===== src/rtl/crtc_pkg.sv =====
package crtc_pkg;
  localparam int REG_W = 8;
  localparam int IDX_W = 5;

  localparam logic [IDX_W-1:0] IDX_HTOTAL   = 5'd0;
  localparam logic [IDX_W-1:0] IDX_HDISP    = 5'd1;
  localparam logic [IDX_W-1:0] IDX_VTOTAL   = 5'd4;
  localparam logic [IDX_W-1:0] IDX_VDISP    = 5'd6;
  localparam logic [IDX_W-1:0] IDX_START_HI = 5'd12;
  localparam logic [IDX_W-1:0] IDX_START_LO = 5'd13;

  localparam logic [REG_W-1:0] RST_HTOTAL = 8'd7;
  localparam logic [REG_W-1:0] RST_HDISP  = 8'd4;
  localparam logic [REG_W-1:0] RST_VTOTAL = 8'd5;
  localparam logic [REG_W-1:0] RST_VDISP  = 8'd3;

  typedef struct packed {
    logic [REG_W-1:0] htotal;
    logic [REG_W-1:0] hdisp;
    logic [REG_W-1:0] vtotal;
    logic [REG_W-1:0] vdisp;
  } crtc_timing_t;
endpackage


===== src/rtl/crtc_regfile.sv =====
module crtc_regfile
  import crtc_pkg::*;
#(
  parameter int ADDR_W = 14
) (
  input  logic                clk,
  input  logic                rst_n,
  input  logic                wr_en,
  input  logic                wr_index,
  input  logic [REG_W-1:0]    wr_data,
  output crtc_timing_t        cfg,
  output logic [ADDR_W-1:0]   start_addr
);
  localparam int HI_W = ADDR_W - REG_W;

  logic [IDX_W-1:0] idx;
  logic [HI_W-1:0]  start_hi;
  logic [REG_W-1:0] start_lo;

  always_ff @(posedge clk or negedge rst_n) begin
    if (!rst_n) begin
      idx        <= '0;
      cfg.htotal <= RST_HTOTAL;
      cfg.hdisp  <= RST_HDISP;
      cfg.vtotal <= RST_VTOTAL;
      cfg.vdisp  <= RST_VDISP;
      start_hi   <= '0;
      start_lo   <= '0;
    end else if (wr_en) begin
      if (wr_index) begin
        idx <= wr_data[IDX_W-1:0];
      end else begin
        case (idx)
          IDX_HTOTAL:   cfg.htotal <= wr_data;
          IDX_HDISP:    cfg.hdisp  <= wr_data;
          IDX_VTOTAL:   cfg.vtotal <= wr_data;
          IDX_VDISP:    cfg.vdisp  <= wr_data;
          IDX_START_HI: start_hi   <= wr_data[HI_W-1:0];
          IDX_START_LO: start_lo   <= wr_data;
          default: ;
        endcase
      end
    end
  end

  assign start_addr = {start_hi, start_lo};

  // index write lands in the index register
  a_r9_index_load: assert property (@(posedge clk) disable iff (!rst_n)
    (wr_en && wr_index) |=> (idx == $past(wr_data[IDX_W-1:0])));

  // low start byte follows a data write at its index
  a_r9_start_lo: assert property (@(posedge clk) disable iff (!rst_n)
    (wr_en && !wr_index && idx == IDX_START_LO) |=> (start_addr[REG_W-1:0] == $past(wr_data)));
endmodule


===== src/rtl/crtc_counters.sv =====
module crtc_counters
  import crtc_pkg::*;
(
  input  logic         clk,
  input  logic         rst_n,
  input  crtc_timing_t cfg,
  output logic         h_wrap,
  output logic         f_wrap,
  output logic         hretrace,
  output logic         vretrace,
  output logic         disp_en
);
  logic [REG_W-1:0] hc;
  logic [REG_W-1:0] vc;

  always_comb begin
    h_wrap   = (hc >= cfg.htotal);
    f_wrap   = h_wrap && (vc >= cfg.vtotal);
    hretrace = (hc >= cfg.hdisp);
    vretrace = (vc >= cfg.vdisp);
    disp_en  = !hretrace && !vretrace;
  end

  always_ff @(posedge clk or negedge rst_n) begin
    if (!rst_n) begin
      hc <= '0;
      vc <= '0;
    end else begin
      hc <= h_wrap ? '0 : hc + 1'b1;
      if (f_wrap)      vc <= '0;
      else if (h_wrap) vc <= vc + 1'b1;
    end
  end

  // wrap returns the character counter to zero
  a_r1_h_wrap: assert property (@(posedge clk) disable iff (!rst_n)
    h_wrap |=> (hc == '0));

  // otherwise the character counter steps by one
  a_r1_h_step: assert property (@(posedge clk) disable iff (!rst_n)
    !h_wrap |=> (hc == REG_W'($past(hc) + 1'b1)));

  // row counter steps on a horizontal wrap that is not a frame wrap
  a_r2_v_step: assert property (@(posedge clk) disable iff (!rst_n)
    (h_wrap && !f_wrap) |=> (vc == REG_W'($past(vc) + 1'b1)));

  // frame wrap clears the row counter
  a_r2_v_clear: assert property (@(posedge clk) disable iff (!rst_n)
    f_wrap |=> (vc == '0));
endmodule


===== src/rtl/crtc_addr_unit.sv =====
module crtc_addr_unit #(
  parameter int ADDR_W = 14
) (
  input  logic              clk,
  input  logic              rst_n,
  input  logic              f_wrap,
  input  logic              vretrace,
  input  logic [ADDR_W-1:0] start_addr,
  output logic [ADDR_W-1:0] ma
);
  always_ff @(posedge clk or negedge rst_n) begin
    if (!rst_n)         ma <= '0;
    else if (f_wrap)    ma <= start_addr;
    else if (!vretrace) ma <= ma + 1'b1;
  end

  // frame wrap reloads the start address
  a_r5_reload: assert property (@(posedge clk) disable iff (!rst_n)
    f_wrap |=> (ma == $past(start_addr)));

  // sweep one address per character outside vertical retrace
  a_r6_advance: assert property (@(posedge clk) disable iff (!rst_n)
    (!vretrace && !f_wrap) |=> (ma == ADDR_W'($past(ma) + 1'b1)));

  // address frozen during vertical retrace
  a_r7_hold: assert property (@(posedge clk) disable iff (!rst_n)
    (vretrace && !f_wrap) |=> $stable(ma));
endmodule


===== src/rtl/crtc_addr_gen.sv =====
module crtc_addr_gen
  import crtc_pkg::*;
#(
  parameter int ADDR_W = 14
) (
  input  logic              clk,
  input  logic              rst_n,
  input  logic              wr_en,
  input  logic              wr_index,
  input  logic [7:0]        wr_data,
  output logic [ADDR_W-1:0] ma,
  output logic              disp_en,
  output logic              hretrace,
  output logic              vretrace
);
  crtc_timing_t      cfg;
  logic [ADDR_W-1:0] start_addr;
  logic              h_wrap;
  logic              f_wrap;

  crtc_regfile #(.ADDR_W(ADDR_W)) u_regs (
    .clk(clk), .rst_n(rst_n), .wr_en(wr_en), .wr_index(wr_index),
    .wr_data(wr_data), .cfg(cfg), .start_addr(start_addr)
  );

  crtc_counters u_cnt (
    .clk(clk), .rst_n(rst_n), .cfg(cfg), .h_wrap(h_wrap), .f_wrap(f_wrap),
    .hretrace(hretrace), .vretrace(vretrace), .disp_en(disp_en)
  );

  crtc_addr_unit #(.ADDR_W(ADDR_W)) u_addr (
    .clk(clk), .rst_n(rst_n), .f_wrap(f_wrap), .vretrace(vretrace),
    .start_addr(start_addr), .ma(ma)
  );

  // the active flag never overlaps either retrace flag at the ports
  a_r4_disp_excl: assert property (@(posedge clk) disable iff (!rst_n)
    disp_en |-> (!hretrace && !vretrace));
endmodule


===== config.mk =====
export PLATFORM = sky130hd
export DESIGN_NAME = crtc_addr_gen
export DESIGN_NICKNAME = d
export VERILOG_FILES = /design/src/rtl/crtc_pkg.sv /design/src/rtl/crtc_regfile.sv /design/src/rtl/crtc_counters.sv /design/src/rtl/crtc_addr_unit.sv /design/src/rtl/crtc_addr_gen.sv
export SDC_FILE = /design/constraint.sdc
export NUM_CORES = 1
export LEC_CHECK = 0
export CAP_MARGIN = 20
export CORE_MARGIN = 2
export CORE_UTILIZATION = 65
export CTS_CLUSTER_SIZE = 40
export DETAILED_ROUTE_END_ITERATION = 8
export DONT_BUFFER_PORTS = 1
export PLACE_DENSITY_LB_ADDON = 0.05
export REMOVE_ABC_BUFFERS = 1
export SLEW_MARGIN = 30
export SYNTH_ARGS = -nofsm -noshare
export SYNTH_HDL_FRONTEND = slang
export SYNTH_SLANG_ARGS = --single-unit

===== constraint.sdc =====
create_clock -name clk -period 6.1 [get_ports clk]
set_input_delay 0.305 -clock clk [delete_from_list [all_inputs] [get_ports clk]]
set_output_delay 0.305 -clock clk [all_outputs]
set_load 0.02 [all_outputs]

[Word level (Yosys, flattened, before mapping)]
Cells that the tools add are included.
Word-level totals
  bits in registers: 81
  input bits: 12
  output and inout port bits: 17
  word-level logic and storage cells: 42
Cells by class
  add/subtract/negate cells: 3
  magnitude comparators: 4
  eq/ne operators: 6
  multiplexer cells: 5
  bitwise logic cells: 1
  reduce and logical (&&, ||, !) cells: 13
Operators by type and width (number)
  greater-or-equal comparator 8 bit: 4
  two-way mux 14 bit: 2
  two-way mux 8 bit: 3
  AND reduction 3 bit: 6
  adder 8 x 1 -> 8 bit (second input constant): 2
  adder 14 x 1 -> 14 bit (second input constant): 1
  equality test 5 x 3 -> 1 bit (second input constant): 2
  equality test 5 x 4 -> 1 bit (second input constant): 2
  equality test 5 x 1 -> 1 bit (second input constant): 1
  logical NOT 5 bit: 1
  logical AND 1 bit: 2
  logical NOT 1 bit: 2
  inequality test 2 bit (second input constant): 1
  AND reduction 2 bit: 1
  nonzero test 2 bit: 1
  NOT 1 bit: 1

[Logic depth before layout (Yosys ltp)]
Gate-level depths: netlist (run 1).
  depth in word-level cells: 3
  gate-level depth with buffers: 9
  gate-level depth less buffers: 8

[Modules after synthesis]
A second synthesis (run 1) with hierarchy kept.
Second synthesis, totals
  cells, all modules: 374
  area total of the unflattened synthesis: 4376.7 um^2
Modules (own cells, without submodules)
  crtc_regfile: instances 1, cells each 116, area an instance 1988.2 um^2, sequential area each 1286.2 um^2
  crtc_counters: instances 1, cells each 176, area an instance 1549.0 um^2, sequential area each 400.4 um^2
  crtc_addr_unit: instances 1, cells each 82, area an instance 839.6 um^2, sequential area each 350.3 um^2

[Least setup slack after synthesis (run 1)]
Ideal clock, no wire load.
  path kind: register -> output
  start: register u_regs.cfg[1] (netlist name)
  end: output disp_en
  arrival: 2.123 ns
  data required time: 5.795 ns
  path slack: 3.672 ns
  cell stages (with the launch flop): 9
  path buffers: 1
  path through: dfstp_2 > inv_1 > ha_1 > nor4_1 > o21ai_1 > a31oi_1 > buf_4 > inv_1 > nor3b_1
On the way
  word-level cells in the longest chain between the ends: 3
RTL lines
  greater-or-equal comparator 8 bit: line crtc_counters.sv:20  | vretrace = (vc >= cfg.vdisp);
  net vretrace: line crtc_addr_gen.sv:14  | output logic vretrace
  logical NOT 1 bit
  logical AND 1 bit: line crtc_counters.sv:21  | disp_en = !hretrace && !vretrace;
  to (decl): line crtc_addr_gen.sv:12  | output logic disp_en,
The timed path passes the listed nets, and every way through them passes these cells.

[Worst setup path after layout (run 1)]
  start: register u_regs.cfg[1] (netlist name)
  end: output disp_en
On the way
  word-level cells in the longest chain between the ends: 3
RTL lines (line)
  greater-or-equal comparator 8 bit: crtc_counters.sv:20
  net vretrace: crtc_addr_gen.sv:14
  logical NOT 1 bit
  logical AND 1 bit: crtc_counters.sv:21
The timed path passes the listed nets, and every way through them passes these cells.

==> impl_metrics.tcl, run 1 <==
set metrics [dict create \
    outcome "completed" \
    grt_start_max_net_pins 82 \
    dr.first_iter.drc_count 111 \
    power_frac_comb_pct 35.6 \
    dieArea_um2 7430 \
    die_x_um 86.2 \
    cp-start-kind "flip-flop" \
    min_period_ps 3030 \
    hold_path_depth 2 \
    drc 0 \
    place.gp.congestion 0.829 \
    post-cts-setup-buffers 0 \
    viasPerCell 5.95 \
    hold_class "in2reg" \
    coreArea_um2 6460 \
    hold_start "wr_data[1]" \
    ys.flop_type "dfrtp_1" \
    io_pins 29 \
    layout.nets 437 \
    ys_types 53 \
    via_count 2810 \
    synthSimpleGateAreaFrac_pct 13.7 \
    slew_headroom_pct 56.0 \
    synth_top_area_cell "dfrtp_1" \
    fin_setup_tns_ps 0 \
    wl_met2_mm 4.13 \
    finClkSkew_ps 4.69 \
    report.final.slew_viol_count 0 \
    netlist_area_um2 4390 \
    synth_area_leaders "dfrtp_1, mux2_2, ha_1" \
    reg2reg_slack_ps 3730 \
    initial_core_util_pct 68.0 \
    cts_buffers 9 \
    cp_data_required_time_ps 5790 \
    ys_async_sr_fraction_pct 100 \
    critPathMostFrequentCell "inv_1" \
    drv_cap 0 \
    cts_tree "yes" \
    worst_setup_path_end_kind "output pin" \
    p_leak_nw 2.26 \
    grt_use_total_pct 25.7 \
    totalWireLength_mm 8.55 \
    synth-compound-area-share_pct 8.06 \
    yosysSeqAreaShare_pct 46.4 \
    rsz0062_at_grt "false" \
    synth-seq-cells 81 \
    yosysTopAreaCellShare_pct 41.6 \
    wl_met1_mm 4.02 \
    layout-drive-gt1-share_pct 21.0 \
    swShare_pct 36.0 \
    crit_arrival_ps 2730 \
    ys.warnings.count 0 \
    fin_cells 472 \
    grt_antenna_before_repair 0 \
    avgSynthCellArea_um2 11.5 \
    numPlacedInstances 454 \
    utilization_pct 72.8 \
    power_switching_mw 0.735 \
    slowest_delay_ps 580 \
    rows 29 \
    antenna_cells 0 \
    htree_levels 3 \
    dr_wl_met3_um 295 \
    ant_nets 0 \
    cpMaxStageDelayCell "nor3b_1" \
    fin_crit_sh_pct 49.8 \
    grt_first_pass_wirelength_mm 14.5 \
    ctsLongestPathBuffers 2 \
    crit_chain "inv_1, ha_1, nor4_1, o21ai_1, a31oi_1, buf_4, inv_1, nor3b_1" \
    synth_common_cells "dfrtp_1, mux2_2, inv_1" \
    synth-adder-area-share_pct 9.97 \
    overflow 0 \
    pwr-share-clk_pct 21.5 \
    setup_viol 0 \
    r2r-end "u_addr.ma[4]" \
    p_seq_share_pct 42.9 \
    hold_path_end "u_regs.cfg[25]" \
    wl_per_cell_um 18.1 \
    dp_hpwl_mm 5.93 \
    routed.top_layer "met4" \
    power_density_nw_per_um2 434 \
    fmax_ghz 0.330 \
    synth-edff-count 0 \
    drtPass1Iterations 6 \
    r2r_cells 9 \
    grt_pass1_vias 2831 \
    port_buffers 0 \
    synth_top_family_by_area "simple AND/OR/NAND/NOR gates" \
    area.growth.synth_to_final_pct 7.06 \
    yosysMostFrequentCell "dfrtp_1" \
    postCtsHoldBufs 2 \
    r2r-start "u_regs.cfg[1]" \
    clock_sinks 81 \
    cts_resized 0 \
    cts-root-buf "clkbuf_8" \
    worstPathMaxFanout 11 \
    p_int_mw 1.31 \
    total_power_mw 2.04 \
    synth_xor_area_share_pct 3.79 \
    clk_pin_slew_ps 80 \
    fillers 476 \
    worst_slew_pin_slew_ps 659 \
    muxShareOfSynthArea_pct 13.6 \
    final_hold_viol_count 0 \
    die_y_um 86.2 \
    syn_inst 383 \
    clock_latency_ps 350 \
    critical_path_class "reg2out" \
    peakVddDrop_v 0.000333 \
]
-- worst max-delay path by stage --
| stage | from | endpoint | slack (ps) | cells after the start |
|---|---|---|---|---|
| CTS | u_regs.cfg[1] | disp_en | 3060 | 8 |
| floorplan | u_regs.cfg[1] | disp_en | 3230 | 7 |
| detailed placement | u_regs.cfg[1] | disp_en | 3440 | 8 |
| global route | u_regs.cfg[1] | disp_en | 2920 | 8 |
| global placement | u_regs.cfg[1] | disp_en | 3580 | 8 |
| finish | u_regs.cfg[1] | disp_en | 3070 | 8 |
-- through the flow --
stage                     hold WS (ps)  worst slack (ps)  cell area, um^2
after global placement            11.0              3580             4440
after floorplan                   9.41              3230             4340
final                             60.3              3070             4700
after global routing              76.7              2920             4700
after detailed placement          11.0              3440             4440
after CTS                         51.5              3060             4700
-- cells by family (layout without fill, tap and decap cells) --
family          Yosys count  in the layout
xor+xnor                 19             19
fa+ha+maj                35             35
mux                      53             53
compound gates           51             51
buf+inv                  45             57
flops                    81             81
simple gates             99             99
-- sequential cells by signal (all words and copies together) (netlist names) --
register,cells
u_regs.idx,5
u_regs.start_lo,8
u_regs.cfg,32
u_addr.ma,14
u_regs.start_hi,6
u_cnt.hc,8
u_cnt.vc,8
-- power groups by stage --
stage | clock network, mW | logic (mW) | registers (mW)
after detailed placement | 0 | 0.713 | 0.884
final | 0.439 | 0.728 | 0.876
after floorplan | 0 | 0.579 | 0.842
after CTS | 0.447 | 0.736 | 0.876
after global placement | 0 | 0.674 | 0.874
after global routing | 0.467 | 0.831 | 0.900
-- cells in the final DEF, fill, tap and decap left out, types with 4 or more instances in the layout --
cell       instances
dfrtp_1           73
mux2_2            40
inv_1             38
ha_1              35
nand2_1           25
o21ai_0           21
nand3_1           16
nor2_1            14
xnor2_1           11
mux2_1            11
clkbuf_8          11
xor2_1             8
dfstp_2            8
nand2b_1           7
nand4_1            7
and3_1             7
a21oi_1            6
a211o_1            4
o2bb2ai_1          4
-- routing by layer --
metal | vias up | GRT usage (%)
li1 | 1346 | -
met1 | 1409 | 35.7
met2 | 47 | 41.8
met3 | 8 | 4.29
met4 | 0 | 8.38
met5 | - | 0
-- critical path, delay by kind of cell, from the launching register on --
kind	cells	cell delay, ps
AOI/OAI and AO/OA	2	390
and+or+nand+nor	2	860
buffers and inverters	3	420
DFF	1	530
adders and majority gates	1	190
-- cell type report --
| class | count | area [um^2] | area share (%) |
|---|---|---|---|
| Multi-Input combinational cell | 257 | 2160 | 45.9 |
| Sequential cell | 81 | 2040 | 43.3 |
| Clock buffer | 14 | 163 | 3.46 |
| Inverter | 38 | 143 | 3.03 |
| Tap cell | 77 | 96.3 | 2.05 |
| Clock inverter | 2 | 60.1 | 1.28 |
| Timing Repair Buffer | 3 | 45.0 | 0.957 |
Power figures use the tool's default switching activity.
==> run 2: changes to the inputs <==
--- a/config.mk
+++ b/config.mk
@@ -7,7 +7,7 @@
 export LEC_CHECK = 0
 export CAP_MARGIN = 20
 export CORE_MARGIN = 2
-export CORE_UTILIZATION = 65
+export CORE_UTILIZATION = 64
 export CTS_CLUSTER_SIZE = 40
 export DETAILED_ROUTE_END_ITERATION = 8
 export DONT_BUFFER_PORTS = 1
==> constraint.sdc (replaced) <==
create_clock -name clk -period 2.8 [get_ports clk]
set_input_delay 0.14 -clock clk [delete_from_list [all_inputs] [get_ports clk]]
set_output_delay 0.14 -clock clk [all_outputs]
set_load 0.02 [all_outputs]
==> run 2 against run 1 <==
  * Design area increased by 1.9%
  * Worst setup slack got worse by 2800 ps
  * Global-route usage increased by 0.14 points
  * Sequential cell count unchanged
  * Sequential power increased by 120%
  * Wire length increased by 2.2%
  * Sequential share of layout area decreased by 0.80 points
==> impl_metrics.tcl, run 2 (synthesis gave the netlist of run 1 again) <==
set metrics [dict create \
    peakVddDrop_v 0.000636 \
    fin_setup_tns_ps 0 \
    report.final.slew_viol_count 0 \
    clock_latency_ps 350 \
    overflow 0 \
    numPlacedInstances 460 \
    drc 0 \
    cts_resized 0 \
    dieArea_um2 7540 \
    wl_per_cell_um 18.0 \
    totalWireLength_mm 8.73 \
    post-cts-setup-buffers 0 \
    dr.first_iter.drc_count 129 \
    initial_core_util_pct 65.4 \
    hold_class "in2reg" \
    ant_nets 0 \
    cts-root-buf "clkbuf_8" \
    use_met3_pct 4.36 \
    htree_levels 3 \
    worstPathMaxFanout 11 \
    multiInputGateArea_um2 2160 \
    final_hold_viol_count 0 \
    slowest_delay_ps 530 \
    worst_slew_pin_slew_ps 612 \
    rsz0062_at_grt "false" \
    grt_start_max_net_pins 82 \
    drtPass1Iterations 4 \
    cpMaxStageDelayCell "dfstp_2" \
    antenna_cells 0 \
    grt_first_pass_wirelength_mm 14.6 \
    regMostFlops "u_regs.cfg" \
    grt_use_total_pct 25.9 \
    critical_path_class "reg2out" \
    final_cell_mix "dfrtp_1, mux2_2, inv_1, ha_1, nand2_1" \
    largest_reg_flops 32 \
    clock_sinks 81 \
    via_count 2815 \
    setup_viol 0 \
    outcome "completed" \
    viasPerCell 5.79 \
    clk_pin_slew_ps 90 \
    io_pins 29 \
    worst_setup_path_end_kind "output pin" \
    dp_hpwl_mm 5.98 \
    place.gp.congestion 0.814 \
    fillers 519 \
    busiest_layer "met2" \
    drv_cap 0 \
    layout_commonest_cell "dfrtp_1" \
    port_buffers 0 \
    rows 30 \
    fmax_ghz 0.398 \
    area.growth.synth_to_final_pct 9.08 \
    reg_top3 "u_regs.cfg x32, u_addr.ma x14" \
    min_period_ps 2510 \
    p_leak_nw 2.30 \
    utilization_pct 71.3 \
    layout.nets 448 \
    grt_antenna_before_repair 0 \
    die_x_um 86.9 \
    cts_buffers 9 \
    fin_crit_sh_pct 89.7 \
    layout-drive-gt1-share_pct 21.9 \
    coreArea_um2 6720 \
    whs_ps 143 \
    postCtsHoldBufs 10 \
    cts_tree "yes" \
    cp_data_required_time_ps 2660 \
    power_density_nw_per_um2 922 \
    crit_arrival_ps 2370 \
    crit_chain "inv_1, ha_1, nor4_1, o21ai_1, a31oi_1, buf_4, inv_1, nor3b_1, buf_4" \
    die_y_um 86.9 \
    slew_headroom_pct 59.1 \
    finClkSkew_ps 8.97 \
    grt_pass1_vias 2859 \
    regArea_um2 2040 \
    met2_usage_pct 42.7 \
    cp-start-kind "flip-flop" \
    grt_use_met1_pct 34.2 \
    fin_cells 486 \
    ctsLongestPathBuffers 2 \
]
run 2: changes by cell type in the layout (fill, tap and decap cells not counted), sizes merged:
cell,change
buf,+3
clkinvlp,+2
clkinv,+3
clkbuf,-4
bufinv,-1
dlygate4sd3,+8
run 2: worst paths after layout:
kind / slack (ps) / cells past startpoint / endpoint / from
max: 290 / 9 / disp_en / u_regs.cfg[1]
min reg2reg: 490 / 1 / u_addr.ma[3] / u_regs.start_lo[3]
min in group asynchronous: 320 / 2 / u_regs.start_lo[6] / rst_n
max reg2reg: 550 / 9 / u_addr.ma[11] / u_regs.cfg[1]
max in group asynchronous: 2090 / 2 / u_regs.cfg[18] / rst_n
min: 140 / 2 / u_regs.idx[4] / wr_en
run 2: per-layer routing:
layer	up-vias	wire length, um
met5	-	0
met3	13	292
met1	1398	4040
met4	0	141
met2	33	4260
li1	1371	-
run 2: power breakdown:
group          switching (mW)  internal (mW)
combinational           0.846          0.789
sequential              0.346           1.56
clock                   0.445          0.438
run 2: area by class of cell:
type,count,area share (%)
Multi-Input combinational cell,257,45.1
Timing Repair Buffer,14,3.08
Sequential cell,81,42.5
Clock buffer,10,2.87
Clock inverter,6,1.41
Inverter,38,2.98
Tap cell,80,2.09
run 2: worst max-delay path, delay by kind of cell (launching register included):
family          cells  cell delay, ps
fa+ha+maj           1             180
compound gates      2             320
simple gates        2             460
buf+inv             4             540
flops               1             530
run 2: per-stage QoR:
step	instance area, um^2	setup WS (ps)	power, mW
finish	4790	289	4.42
global route	4790	109	4.76
CTS	4790	264	4.45
detailed placement	4470	589	3.50
global placement	4470	613	3.43
floorplan	4340	95.0	3.10
==> run 3: changes to the inputs <==
--- a/config.mk
+++ b/config.mk
@@ -5,8 +5,8 @@
 export SDC_FILE = /design/constraint.sdc
 export NUM_CORES = 1
 export LEC_CHECK = 0
-export CAP_MARGIN = 20
-export CORE_MARGIN = 2
+export CAP_MARGIN = 5
+export CORE_MARGIN = 3
 export CORE_UTILIZATION = 64
 export CTS_CLUSTER_SIZE = 40
 export DETAILED_ROUTE_END_ITERATION = 8
==> run 3 against run 2 <==
  * Design area shrank 0.76%
  * Total power shrank 2.5%
  * Via count grew 1.9%
  * Global-route usage shrank 1.3 points
  * Clock-buffer cell count is the same
  * Hold slack gained 16 ps
  * Sequential cell count is the same
  * Final cell count shrank 0.62%
  * Sequential share of layout area grew 0.32 points
  * Sequential power is essentially flat
  * Wire length shrank 2.0%
  * Clock power shrank 15%
==> impl_metrics.tcl, run 3 (synthesis gave the netlist of run 1 again) <==
set metrics [dict create \
    dieArea_um2 7900 \
    min_period_ps 2500 \
    critical_path_class "reg2out" \
    coreArea_um2 6490 \
    rows 29 \
    worst_setup_path_end_kind "output pin" \
    clk_pin_slew_ps 80 \
    final_hold_viol_count 0 \
    clock_latency_ps 350 \
    initial_core_util_pct 67.7 \
    cp_data_required_time_ps 2660 \
    numPlacedInstances 457 \
    outcome "completed" \
    report.final.slew_viol_count 0 \
    via_count 2868 \
    worstPathMaxFanout 11 \
    regMostFlops "u_regs.cfg" \
    ctsLongestPathBuffers 2 \
    fin_setup_tns_ps 0 \
    totalWireLength_mm 8.56 \
    cts_buffers 9 \
    slew_headroom_pct 61.6 \
    worst_slew_pin_slew_ps 575 \
    cts-root-buf "clkbuf_8" \
    dr.first_iter.drc_count 123 \
    cts_tree "yes" \
    crit_arrival_ps 2360 \
    port_buffers 0 \
    grt_antenna_before_repair 1 \
    fmax_ghz 0.400 \
    post-cts-setup-buffers 0 \
    reg_top3 "u_regs.cfg x32, u_addr.ma x14" \
    grt_use_total_pct 24.5 \
    io_pins 29 \
    largest_reg_flops 32 \
    overflow 0 \
    fin_cells 483 \
    crit_family "flip-flops" \
    place_area_um2 4470 \
    layout-drive-gt1-share_pct 21.7 \
    wl_per_cell_um 17.7 \
    peakVddDrop_v 0.000663 \
    clock_sinks 81 \
    hold_class "in2reg" \
    cp-start-kind "flip-flop" \
    die_x_um 88.9 \
    crit_chain "inv_1, ha_1, nor4_1, o21ai_1, a31oi_1, buf_4, inv_1, nor3b_1, buf_4" \
    place.gp.congestion 0.828 \
    htree_levels 3 \
    layout.nets 448 \
    critPathBufInv 4 \
    final_cell_mix "dfrtp_1, mux2_2, inv_1, ha_1, nand2_1" \
    p_leak_nw 2.29 \
    finClkSkew_ps 6.77 \
    dp_hpwl_mm 6.02 \
    power_density_nw_per_um2 907 \
    drv_cap 0 \
    grt_first_pass_wirelength_mm 14.4 \
    viasPerCell 5.94 \
    drc 0 \
    area.growth.synth_to_final_pct 8.26 \
    layout_commonest_cell "dfrtp_1" \
    fin_crit_sh_pct 89.3 \
    cpMaxStageDelayCell "dfstp_2" \
    rsz0062_at_grt "false" \
    grt_start_max_net_pins 82 \
    setup_viol 0 \
    die_y_um 88.9 \
    slowest_delay_ps 530 \
    ant_nets 0 \
    grt_pass1_vias 2920 \
    fin_area_um2 4760 \
    drtPass1Iterations 4 \
    total_power_mw 4.31 \
    fillers 466 \
    cts_resized 0 \
]
==> run 3: changes by cell type in the layout (fill, tap and decap cells not counted), sizes merged <==
| cell | before | now |
|---|---|---|
| bufinv | 1 | 0 |
| clkinvlp | 2 | 0 |
| clkinv | 3 | 5 |
| diode | 0 | 1 |
==> run 3: report_power, final <==
| group | internal, mW | switching (mW) | total [mW] | leakage (nW) |
|---|---|---|---|---|
| Sequential | 1.56 | 0.346 | 1.91 | 1.02 |
| Clock | 0.340 | 0.414 | 0.754 | 0.0919 |
| Combinational | 0.797 | 0.858 | 1.65 | 1.19 |
| Total | 2.69 | 1.62 | 4.31 | 2.29 |
==> run 3: what timing repair did <==
| action | 4_1_cts | 5_1_grt |
|---|---|---|
| setup endpoints to repair | 0 | 0 |
| hold buffers | 10 | 0 |
| hold endpoints to repair | 132 | 0 |
==> run 3: worst paths after layout <==
check / start / to / slack (ps) / cells past startpoint
worst max-delay path: u_regs.cfg[1] / disp_en / 300 / 9
worst min-delay path: wr_en / u_regs.idx[0] / 160 / 2
worst max register to register: u_regs.cfg[1] / u_addr.ma[12] / 530 / 9
worst min register to register: u_regs.start_lo[4] / u_addr.ma[4] / 490 / 1
max in group asynchronous: rst_n / u_regs.cfg[26] / 2090 / 2
min in group asynchronous: rst_n / u_regs.cfg[6] / 360 / 2
==> run 3: cell type report <==
type	instances	area, um^2	area share [%]
inverter	38	143	3.00
clock inverter	5	32.5	0.684
antenna	1	2.50	0.0526
sequential	81	2040	42.8
timing repair buffer	14	148	3.10
multi-input combinational	257	2160	45.4
tap	77	96.3	2.03
clock buffer	10	138	2.89
==> run 3: per-layer routing <==
layer / up-vias / global-route usage, % / part of all wire [%]
li1: 1377 / - / -
met1: 1432 / 31.7 / 45
met2: 42 / 40.3 / 48
met3: 17 / 5.12 / 3.8
met4: 0 / 10.0 / 2.3
met5: - / 0 / 0
==> run 3: stage by stage <==
stage	worst slack (ps)	hold slack [ps]	utilization, %
2_1_floorplan	95.0	-156	-
3_3_place_gp	622	-154	68.8
3_5_place_dp	556	-154	68.8
4_1_cts	306	143	73.2
5_1_grt	96.4	156	73.2
6_report	299	159	73.2
